[src/rtl/xirq_pkg.sv]
package xirq_pkg;

    localparam int PIN_N     = 8;
    localparam int VEC_W     = 8;
    localparam int SRC_W     = 4;
    localparam int MIX_DED_N = 3;
    localparam int MIX_HI_N  = PIN_N - MIX_DED_N;
    localparam int MIX_LO_N  = VEC_W - MIX_HI_N;

    localparam logic [MIX_LO_N-1:0] MIX_LOW_BITS = MIX_LO_N'(3'b010);
    localparam logic [SRC_W-1:0]    SRC_VECT     = SRC_W'(PIN_N);
    localparam logic [SRC_W-1:0]    SRC_NMI      = SRC_W'(PIN_N + 1);

    typedef enum logic [1:0] {
        MODE_DED = 2'd0,
        MODE_EXP = 2'd1,
        MODE_MIX = 2'd2,
        MODE_ALT = 2'd3
    } xirq_mode_e;

    typedef struct packed {
        logic             valid;
        logic             nmi;
        logic [SRC_W-1:0] src;
        logic [VEC_W-1:0] vec;
    } xirq_req_t;

    // Which pins act as independent sources in a given mode.
    function automatic logic [PIN_N-1:0] ded_enable(xirq_mode_e m);
        logic [PIN_N-1:0] en;
        case (m)
            MODE_EXP: en = '0;
            MODE_MIX: en = {{MIX_DED_N{1'b1}}, {MIX_HI_N{1'b0}}};
            default:  en = '1;
        endcase
        return en;
    endfunction

endpackage

[src/rtl/xirq_sync.sv]
module xirq_sync #(
    parameter int W = 8
) (
    input  logic         clk,
    input  logic         rst,
    input  logic [W-1:0] async_i,
    output logic [W-1:0] sync_o,
    output logic [W-1:0] prev_o
);
    logic [W-1:0] meta_q, sync_q, prev_q;

    always_ff @(posedge clk) begin
        if (rst) begin
            meta_q <= '1;
            sync_q <= '1;
            prev_q <= '1;
        end else begin
            meta_q <= async_i;
            sync_q <= meta_q;
            prev_q <= sync_q;
        end
    end

    assign sync_o = sync_q;
    assign prev_o = prev_q;
endmodule

[src/rtl/xirq_capture.sv]
module xirq_capture
    import xirq_pkg::*;
(
    input  logic             clk,
    input  logic             rst,
    input  logic [PIN_N-1:0] sync_i,
    input  logic [PIN_N-1:0] prev_i,
    input  logic [PIN_N-1:0] edge_sel_i,
    input  logic [PIN_N-1:0] en_i,
    input  logic [PIN_N-1:0] clr_i,
    input  logic             nmi_sync_i,
    input  logic             nmi_prev_i,
    input  logic             nmi_clr_i,
    output logic [PIN_N-1:0] pend_o,
    output logic             nmi_pend_o
);
    logic [PIN_N-1:0] pend_q;
    logic             nmi_q;
    logic [PIN_N-1:0] fall;
    logic             nmi_fall;

    assign fall     = prev_i & ~sync_i;
    assign nmi_fall = nmi_prev_i & ~nmi_sync_i;

    always_ff @(posedge clk) begin
        if (rst) begin
            pend_q <= '0;
            nmi_q  <= 1'b0;
        end else begin
            pend_q <= (pend_q & ~clr_i) | (fall & edge_sel_i & en_i);
            nmi_q  <= (nmi_q & ~nmi_clr_i) | nmi_fall;
        end
    end

    assign pend_o     = pend_q;
    assign nmi_pend_o = nmi_q;

    for (genvar i = 0; i < PIN_N; i++) begin : g_hold

        pend_hold_chk: assert property (@(posedge clk) disable iff (rst)
            (pend_q[i] && !clr_i[i]) |=> pend_q[i]);
    end


    nmi_hold_chk: assert property (@(posedge clk) disable iff (rst)
        (nmi_q && !nmi_clr_i) |=> nmi_q);
endmodule

[src/rtl/xirq_arbiter.sv]
module xirq_arbiter
    import xirq_pkg::*;
#(
    parameter logic [VEC_W-1:0] NMI_VECTOR = 8'hF8
) (
    input  xirq_mode_e             mode_i,
    input  logic [PIN_N-1:0]       lvl_i,
    input  logic [PIN_N-1:0]       edge_sel_i,
    input  logic [PIN_N-1:0]       pend_i,
    input  logic [PIN_N*VEC_W-1:0] vec_tbl_i,
    input  logic                   nmi_pend_i,
    output logic [PIN_N-1:0]       en_o,
    output xirq_req_t              req_o
);
    logic [PIN_N-1:0]    active;
    logic [PIN_N-1:0]    inv;
    logic                port_pend;
    logic [VEC_W-1:0]    port_vec;

    assign en_o   = ded_enable(mode_i);
    assign inv    = ~lvl_i;
    assign active = en_o & ((edge_sel_i & pend_i) | (~edge_sel_i & inv));

    always_comb begin
        port_pend = 1'b0;
        port_vec  = '0;
        if (mode_i == MODE_EXP) begin
            port_pend = |inv;
            port_vec  = VEC_W'(inv);
        end else if (mode_i == MODE_MIX) begin
            port_pend = |inv[MIX_HI_N-1:0];
            port_vec  = {inv[MIX_HI_N-1:0], MIX_LOW_BITS};
        end
    end

    always_comb begin
        req_o = '0;
        for (int i = 0; i < PIN_N; i++) begin
            if (active[i] && (!req_o.valid || vec_tbl_i[i*VEC_W +: VEC_W] >= req_o.vec)) begin
                req_o.valid = 1'b1;
                req_o.src   = SRC_W'(i);
                req_o.vec   = vec_tbl_i[i*VEC_W +: VEC_W];
            end
        end
        if (port_pend && (!req_o.valid || port_vec >= req_o.vec)) begin
            req_o.valid = 1'b1;
            req_o.src   = SRC_VECT;
            req_o.vec   = port_vec;
        end
        if (nmi_pend_i) begin
            req_o.valid = 1'b1;
            req_o.nmi   = 1'b1;
            req_o.src   = SRC_NMI;
            req_o.vec   = NMI_VECTOR;
        end
    end
endmodule

[src/rtl/ext_irq_decoder.sv]
module ext_irq_decoder
    import xirq_pkg::*;
#(
    parameter logic [7:0] NMI_VECTOR = 8'hF8
) (
    input  logic        clk,
    input  logic        rst,
    input  logic [7:0]  irq_n_i,
    input  logic        nmi_n_i,
    input  logic [1:0]  mode_i,
    input  logic [7:0]  edge_sel_i,
    input  logic [63:0] vec_tbl_i,
    input  logic        ack_i,
    output logic        req_valid_o,
    output logic        req_nmi_o,
    output logic [3:0]  req_src_o,
    output logic [7:0]  req_vec_o
);
    xirq_mode_e       mode;
    logic [PIN_N-1:0] lvl, prev, pend, en, clr;
    logic             nmi_lvl, nmi_prev, nmi_pend, nmi_clr;
    xirq_req_t        req;

    assign mode = xirq_mode_e'(mode_i);

    xirq_sync #(.W(PIN_N)) u_pin_sync (
        .clk(clk), .rst(rst), .async_i(irq_n_i), .sync_o(lvl), .prev_o(prev)
    );

    xirq_sync #(.W(1)) u_nmi_sync (
        .clk(clk), .rst(rst), .async_i(nmi_n_i), .sync_o(nmi_lvl), .prev_o(nmi_prev)
    );

    always_comb begin
        for (int i = 0; i < PIN_N; i++)
            clr[i] = ack_i && req.valid && !req.nmi && (req.src == SRC_W'(i));
    end
    assign nmi_clr = ack_i && req.valid && req.nmi;

    xirq_capture u_capture (
        .clk(clk), .rst(rst),
        .sync_i(lvl), .prev_i(prev), .edge_sel_i(edge_sel_i), .en_i(en), .clr_i(clr),
        .nmi_sync_i(nmi_lvl), .nmi_prev_i(nmi_prev), .nmi_clr_i(nmi_clr),
        .pend_o(pend), .nmi_pend_o(nmi_pend)
    );

    xirq_arbiter #(.NMI_VECTOR(NMI_VECTOR)) u_arbiter (
        .mode_i(mode), .lvl_i(lvl), .edge_sel_i(edge_sel_i), .pend_i(pend),
        .vec_tbl_i(vec_tbl_i), .nmi_pend_i(nmi_pend), .en_o(en), .req_o(req)
    );

    assign req_valid_o = req.valid;
    assign req_nmi_o   = req.nmi;
    assign req_src_o   = req.src;
    assign req_vec_o   = req.vec;


    reset_quiet_chk: assert property (@(posedge clk) disable iff (rst)
        $past(rst) |-> !req_valid_o);

    nmi_first_chk: assert property (@(posedge clk) disable iff (rst)
        nmi_pend |-> (req_valid_o && req_nmi_o && req_src_o == SRC_NMI));

    exp_nonzero_chk: assert property (@(posedge clk) disable iff (rst)
        (req_valid_o && req_src_o == SRC_VECT && mode == MODE_EXP) |-> (req_vec_o != '0));

    exp_no_ded_chk: assert property (@(posedge clk) disable iff (rst)
        (req_valid_o && mode == MODE_EXP) |-> (req_src_o >= SRC_VECT));

    mix_low_chk: assert property (@(posedge clk) disable iff (rst)
        (req_valid_o && req_src_o == SRC_VECT && mode == MODE_MIX)
            |-> (req_vec_o[MIX_LO_N-1:0] == MIX_LOW_BITS));
endmodule

[config.mk]
export PLATFORM = sky130hd
export DESIGN_NAME = ext_irq_decoder
export DESIGN_NICKNAME = d
export VERILOG_FILES = /design/src/rtl/xirq_pkg.sv /design/src/rtl/xirq_sync.sv /design/src/rtl/xirq_capture.sv /design/src/rtl/xirq_arbiter.sv /design/src/rtl/ext_irq_decoder.sv
export SDC_FILE = /design/constraint.sdc
export NUM_CORES = 1
export LEC_CHECK = 0
export ABC_AREA = 1
export CAP_MARGIN = 25
export CORE_ASPECT_RATIO = 0.5
export CORE_UTILIZATION = 50
export DETAILED_ROUTE_END_ITERATION = 8
export DONT_BUFFER_PORTS = 1
export GPL_ROUTABILITY_DRIVEN = 0
export PLACE_DENSITY_LB_ADDON = 0.15
export SLEW_MARGIN = 20
export SYNTH_ARGS = -nofsm -noshare
export SYNTH_HDL_FRONTEND = slang
export SYNTH_SLANG_ARGS = --single-unit
[constraint.sdc]
create_clock -name clk -period 38.2 [get_ports clk]
set_input_delay 7.64 -clock clk [delete_from_list [all_inputs] [get_ports clk]]
set_output_delay 7.64 -clock clk [all_outputs]
set_load 0.01 [all_outputs]
==> impl_summary.log, run 1 <==
INFO  metric ioPinCount = 100
INFO  metric critPathSlowestCell = sky130_fd_sc_hd__ha_1
INFO  metric place_hpwl = 9160 um
INFO  metric grt_setup_unrepaired = no
INFO  metric cp_slowest_stage_delay = about 0.48 ns
INFO  metric postSynthRegisterBits = 36
INFO  metric dr_total_vias = 3,999
INFO  metric slew_viol_final = 0
INFO  metric row_count = 23
INFO  metric design_power_total = 0.000154 W
INFO  metric antenna_found_initial = 0
INFO  metric die_x = 133 um
INFO  metric synth_enable_flop_cells = 0
INFO  metric wl = roughly 11,000 um
INFO  metric core_area = 0.00814 mm^2
INFO  metric power.static_leakage = 2.35 nW
INFO  metric synth_nets = 823
INFO  metric yosysTopAreaCellShare = 0.196
INFO  metric diodes = 0
INFO  metric grt_first_pass_wirelength = 17,200 um
INFO  metric finalWorstPathRequiredPeriod = 27.37 ns
INFO  metric track_usage = 0.242
INFO  metric layout-area-overhead-vs-synth = 4.68%
INFO  metric p_per_area = 34.3 mW/mm^2
INFO  metric detail_route.wl_per_cell = 13.6 um
INFO  metric place.port_buffers = 0
INFO  metric clock-root-buffer = sky130_fd_sc_hd__clkbuf_16
INFO  metric drv_cap = 0
INFO  metric synth_cell_types = 38
INFO  metric cts_tree = done
INFO  metric run_status = finished, final reports clean
INFO  metric syn-instance-count = 670
INFO  metric first_global_vias = 3,701
INFO  metric max_slew.worst_pin.slew = roughly 0.54 ns
INFO  metric postSynth.topFlopCell = sky130_fd_sc_hd__dfxtp_1
INFO  metric synthArstFlopShare = 0
INFO  metric synth_largest_area_cell = sky130_fd_sc_hd__ha_1
INFO  metric worstHoldPathType = reg2reg
INFO  metric drc = 0
INFO  metric timing.slew.headroom = 0.640
INFO  metric most-common-layout-cells = sky130_fd_sc_hd__nand2_1 (171), sky130_fd_sc_hd__inv_1 (87), sky130_fd_sc_hd__nand3_1 (73)
INFO  metric initialDrtViolationCount = around 230
INFO  metric ctsLongestPathBuffers = 2
INFO  metric synth-warning-count = 0
INFO  metric floorplan.die_area = 0.00896 mm^2
INFO  metric final.period_utilization = 0.716
INFO  metric cts_hold_buffers = 0
INFO  metric cts.clk_slew.worst_paths = 0.05 ns
INFO  metric globalRouteOverflowTotal = 0
INFO  metric initial_core_util = 0.526
INFO  metric critical_path_required = 30.56 ns
INFO  metric buf_inv_stages_crit_path = 9
INFO  metric worst_supply_voltage_drop_on_vdd = 33.4 uV
INFO  metric most_common_cell_after_layout_fill_and_taps_aside = sky130_fd_sc_hd__nand2_1
INFO  metric synth_seq_area_share = 0.168
INFO  metric finalSetupViolCount = 0
INFO  metric path_delay_family = simple AND/OR/NAND/NOR gates
INFO  metric detail_route.first_pass.iterations = 5
INFO  metric grt_start_max_net_pins = 30
INFO  metric avgSynthCellArea = 6.39 um^2
INFO  metric critical_path_arrival = 19.73 ns
INFO  metric critPathKind = in2out
INFO  metric routed_via_density = 5.14
INFO  metric top_cells_by_area_synth = sky130_fd_sc_hd__ha_1 (20%), sky130_fd_sc_hd__dfxtp_1 (17%), sky130_fd_sc_hd__nand2_1 (15%), sky130_fd_sc_hd__nand3_1 (8.5%), sky130_fd_sc_hd__inv_1 (7.6%)
INFO  metric worst-path-max-fanout = 18
INFO  metric synthesis.area = between 0.004 and 0.005 mm^2
INFO  metric timing.critical_path.mode_cell = sky130_fd_sc_hd__nand2_1
INFO  metric final_net_count = approximately 820
INFO  metric timing.critical_path.to_type = output port
INFO  metric tritoncts_buffers = 5
INFO  metric drive_above_1_share = 0.117
INFO  metric worst_setup_start_kind = input port
INFO  metric num-fill-cells = 826
INFO  metric tns_setup = 0 ns
INFO  metric cts.htree.levels = 2
INFO  metric count_of_instances_resized_after_the_clock_tree_is_built = 0
INFO  metric timing.clock.skew = 0.00612 ns
INFO  metric clkSinkCount = 36
INFO  metric worst_skew_pair_latency = 0.28 ns
INFO  metric final_hold_viol_count = 0
INFO  metric drtAntennaViolNets = 0
INFO  metric clock.fmax = 36.5 MHz
INFO  metric die_h = 67.4 um
INFO  metric post_cts_buffers = 0
## cells by family after synthesis
kind of cell	count (synthesis)	share of synthesized area
and+or+nand+nor	391	0.440
AOI/OAI and AO/OA	67	0.0888
buffers and inverters	109	0.107
DFF	36	0.168
adders and majority gates	67	0.196
## where the power goes
part | switching [W] | internal, W | leakage (nW) | total [W]
Sequential | 0.000000737 | 0.0000390 | 0.296 | 0.0000397
Combinational | 0.0000455 | 0.0000269 | 1.98 | 0.0000724
Clock | 0.0000156 | 0.0000260 | 0.0772 | 0.0000417
Total | 0.0000619 | 0.0000919 | 2.35 | 0.000154
## state kept, by name, indices dropped and copies added, names as in the netlist
register and count:
u_nmi_sync.sync_o 1, u_pin_sync.sync_o 8, u_pin_sync.meta_q 8, u_capture.nmi_pend_o 1, u_nmi_sync.prev_o 1, u_pin_sync.prev_o 8
u_capture.pend_o 8, u_nmi_sync.meta_q 1
## cells in the mapped netlist, types with 3 or more instances
master and number:
sky130_fd_sc_hd__nand3b_1 5, sky130_fd_sc_hd__dfxtp_1 36, sky130_fd_sc_hd__ha_1 67, sky130_fd_sc_hd__buf_6 6, sky130_fd_sc_hd__nand2_2 14, sky130_fd_sc_hd__and2_1 25, sky130_fd_sc_hd__nor3_1 8, sky130_fd_sc_hd__or2_1 3
sky130_fd_sc_hd__o22ai_1 5, sky130_fd_sc_hd__nand4_1 16, sky130_fd_sc_hd__nor2_1 29, sky130_fd_sc_hd__clkbuf_1 4, sky130_fd_sc_hd__nand2_1 171, sky130_fd_sc_hd__inv_1 87, sky130_fd_sc_hd__nand3_2 3, sky130_fd_sc_hd__or2_2 35
sky130_fd_sc_hd__a21oi_1 34, sky130_fd_sc_hd__nand3_1 73, sky130_fd_sc_hd__o21ai_1 4, sky130_fd_sc_hd__o21a_1 6, sky130_fd_sc_hd__o21ai_0 10, sky130_fd_sc_hd__inv_2 9
## per-stage QoR
stage                     utilization  hold slack, ns  cell area, um^2  setup WS [ns]  instances
after detailed placement        0.532           0.394             4330          10.86        770
after CTS                       0.550           0.406             4480          10.84        778
after global placement          0.532           0.391             4330          10.93        770
after global routing            0.550           0.415             4480           9.50        778
final                           0.550           0.406             4480          10.83        778
after floorplan                     -           0.389             4280          12.83        670
## path summary, 6_finish.rpt
kind,start,to,slack [ns],cells past startpoint
setup reg to reg,u_pin_sync.sync_o[0],u_capture.pend_o[7],25.69,81
setup / recovery,mode_i[0],req_vec_o[0],10.83,81
hold reg to reg,u_pin_sync.meta_q[7],u_pin_sync.sync_o[7],0.41,1
hold / removal,u_pin_sync.meta_q[7],u_pin_sync.sync_o[7],0.41,1
## routing by layer
| metal | up-vias | track usage | part of all wire |
|---|---|---|---|
| met5 | - | 0 | 0 |
| met4 | 0 | 0.0532 | 0.0068 |
| met1 | 1725 | 0.347 | 0.53 |
| li1 | 2175 | - | - |
| met2 | 92 | 0.378 | 0.40 |
| met3 | 7 | 0.0435 | 0.069 |
## area by class of cell
| cell class | count | area, um^2 | area share |
|---|---|---|---|
| Clock buffer | 6 | 139 | 0.0310 |
| Clock inverter | 2 | 13.8 | 0.00307 |
| Multi-Input combinational cell | 525 | 3100 | 0.693 |
| Sequential cell | 36 | 721 | 0.161 |
| Inverter | 97 | 364 | 0.0812 |
| Tap cell | 112 | 140 | 0.0313 |
Power figures use the tool's default switching activity.
==> run 2: changes to the inputs <==
clock period = 26.2 ns   (was 38.2 ns; I/O delays follow)
==> run 2 against run 1 <==
Critical path depth fell by 6. Clock power rose by 36%. Global-route usage rose by 0.83 points. Die area unchanged. Sequential cell count unchanged. Sequential power increased by 46%. Via count rose by 2.1%.
==> impl_summary.log, run 2 (same netlist as run 1, synthesis figures left out) <==
INFO  metric run_status = finished, final reports clean
INFO  metric pre_cts_ws = 3.72 ns (-7.14 ns)
INFO  metric die_x = 133 um (unchanged)
INFO  metric post_dp_cell_area = 0.00433 mm^2 (unchanged)
INFO  metric final_hold_viol_count = 0 (unchanged)
INFO  metric worst_skew_pair_latency = 0.28 ns (about the same)
INFO  metric dr_total_vias = 4,084 (+2.1%)
INFO  metric globalRouteOverflowTotal = 0 (unchanged)
INFO  metric number_of_stages_on_the_worst_setup_path = 75 (-7.4%)
INFO  metric final.setup.worst_slack = 3.61 ns (-7.22 ns)
INFO  metric cts.htree.levels = 2 (unchanged)
INFO  metric worst_setup_start_kind = input port
INFO  metric tritoncts_buffers = 5 (unchanged)
INFO  metric clock-root-buffer = sky130_fd_sc_hd__clkbuf_16
INFO  metric critical_path_arrival = 17.35 ns (-2.38 ns)
INFO  metric hold_crit_depth = 1 (unchanged)
INFO  metric max_slew.worst_pin.slew = 0.579 ns (+0.0423 ns)
INFO  metric finalCoreUtilization = 0.549 (-0.00108)
INFO  metric worst-path-max-fanout = 18 (unchanged)
INFO  metric grt_start_max_net_pins = 30 (unchanged)
INFO  metric diodes = 0 (unchanged)
INFO  metric cts.clk_slew.worst_paths = 0.05 ns (about the same)
INFO  metric finalWorstPathRequiredPeriod = 22.59 ns
INFO  metric drv_cap = 0 (unchanged)
INFO  metric post_cts_buffers = 0 (unchanged)
INFO  metric grt_setup_unrepaired = no
INFO  metric initial_core_util = 0.526 (unchanged)
INFO  metric finalInstanceArea = 0.00447 mm^2 (-0.20%)
INFO  metric place.port_buffers = 0 (unchanged)
INFO  metric most_common_cell_after_layout_fill_and_taps_aside = sky130_fd_sc_hd__nand2_1
INFO  metric core_area = 0.00814 mm^2 (unchanged)
INFO  metric initialDrtViolationCount = 239 (+5.3%)
INFO  metric place_hpwl = 9370 um (+2.2%)
INFO  metric detail_route.wl_per_cell = 13.9 um (+2.7%)
INFO  metric most-common-layout-cells = sky130_fd_sc_hd__nand2_1 (171), sky130_fd_sc_hd__inv_1 (87), sky130_fd_sc_hd__nand3_1 (73)
INFO  metric p_per_area = 49.3 mW/mm^2 (+44%)
INFO  metric path_delay_family = simple AND/OR/NAND/NOR gates
INFO  metric timing.critical_path.to_type = output port
INFO  metric critPathKind = in2out
INFO  metric routed_via_density = 5.25 (+2.1%)
INFO  metric ioPinCount = 100 (unchanged)
INFO  metric critical_path_required = 20.96 ns (-9.60 ns)
INFO  metric layout-area-overhead-vs-synth = 4.47%
INFO  metric antenna_found_initial = 0 (unchanged)
INFO  metric die_h = 67.4 um (unchanged)
INFO  metric timing.critical_path.mode_cell = sky130_fd_sc_hd__nand2_1
INFO  metric critPathSlowestCell = sky130_fd_sc_hd__ha_1
INFO  metric detail_route.first_pass.iterations = 5 (unchanged)
INFO  metric ctsLongestPathBuffers = 2 (unchanged)
INFO  metric worstHoldPathType = reg2reg
INFO  metric finalSetupViolCount = 0 (unchanged)
INFO  metric timing.clock.skew = 0.00339 ns (-0.00273 ns)
INFO  metric track_usage = 0.251 (+0.00834)
INFO  metric first_global_vias = 3,713 (+0.32%)
INFO  metric tns_setup = 0 ns (unchanged)
INFO  metric worst_supply_voltage_drop_on_vdd = 42.9 uV (+29%)
INFO  metric power.static_leakage = 2.35 nW (-0.16%)
INFO  metric cts_hold_buffers = 0 (unchanged)
INFO  metric buf_inv_stages_crit_path = 6 (-3)
INFO  metric count_of_instances_resized_after_the_clock_tree_is_built = 0 (unchanged)
INFO  metric final.period_utilization = 0.862
INFO  metric wl = 10,800 um (+2.7%)
INFO  metric timing.slew.headroom = 0.611 (-0.0284)
INFO  metric row_count = 23 (unchanged)
INFO  metric floorplan.die_area = 0.00896 mm^2 (unchanged)
INFO  metric final_net_count = 818 (unchanged)
INFO  metric worst_r2r_path_depth = 77 (-4.9%)
INFO  metric grt_first_pass_wirelength = 17,800 um (+3.7%)
INFO  metric cp_slowest_stage_delay = 0.47 ns (about the same)
INFO  metric slew_viol_final = 0 (unchanged)
INFO  metric cts_tree = done
INFO  metric drive_above_1_share = 0.117 (unchanged)
INFO  metric clkSinkCount = 36 (unchanged)
INFO  metric drtAntennaViolNets = 0 (unchanged)
INFO  metric clock.fmax = about 44 MHz
INFO  metric drc = 0 (unchanged)
==> run 2: changes by cell type in the layout (fill, tap and decap cells not counted) <==
cell,delta
sky130_fd_sc_hd__clkinv_4,+1
sky130_fd_sc_hd__clkinv_2,+1
sky130_fd_sc_hd__inv_6,-1
sky130_fd_sc_hd__clkbuf_8,-1
==> run 2: final cells by class <==
class	count	area [um^2]
Fill cell	854	3670
Multi-Input combinational cell	525	3100
Sequential cell	36	721
Inverter	97	364
Tap cell	112	140
Clock buffer	5	125
Clock inverter	3	18.8
==> run 2: final timing paths <==
kind | from | to | slack, ns
hold / removal | u_pin_sync.meta_q[4] | u_pin_sync.sync_o[4] | 0.40
setup reg to reg | u_pin_sync.sync_o[0] | u_capture.pend_o[7] | 13.62
hold reg to reg | u_pin_sync.meta_q[4] | u_pin_sync.sync_o[4] | 0.40
setup / recovery | mode_i[0] | req_src_o[1] | 3.61
==> run 2: worst reg2reg max path, delay by kind of cell, from the launching register on <==
family	cells	cell delay, ns
adder cells (fa/ha/maj)	8	2.25
flip-flops	1	0.33
AO/OA/AOI/OAI	13	1.82
AND/OR/NAND/NOR	52	7.42
buffers and inverters	4	0.67
==> run 2: routing by layer <==
metal,GRT usage,wire [um]
met1,0.361,5670
met2,0.384,4270
met3,0.0503,820
met4,0.0532,86
met5,0,0
==> run 2: stage by stage <==
step	std cells	power (W)	hold slack, ns
after floorplan	670	0.000145	0.389
after global placement	770	0.000163	0.391
after detailed placement	770	0.000164	0.392
after CTS	778	0.000222	0.403
after global routing	778	0.000242	0.414
final	778	0.000221	0.404
==> run 2: power breakdown <==
part | switching [W] | internal [W] | total, W
clock | 0.0000217 | 0.0000349 | 0.0000566
combinational | 0.0000670 | 0.0000392 | 0.000106
sequential | 0.00000108 | 0.0000569 | 0.0000579
total | 0.0000898 | 0.000131 | 0.000221
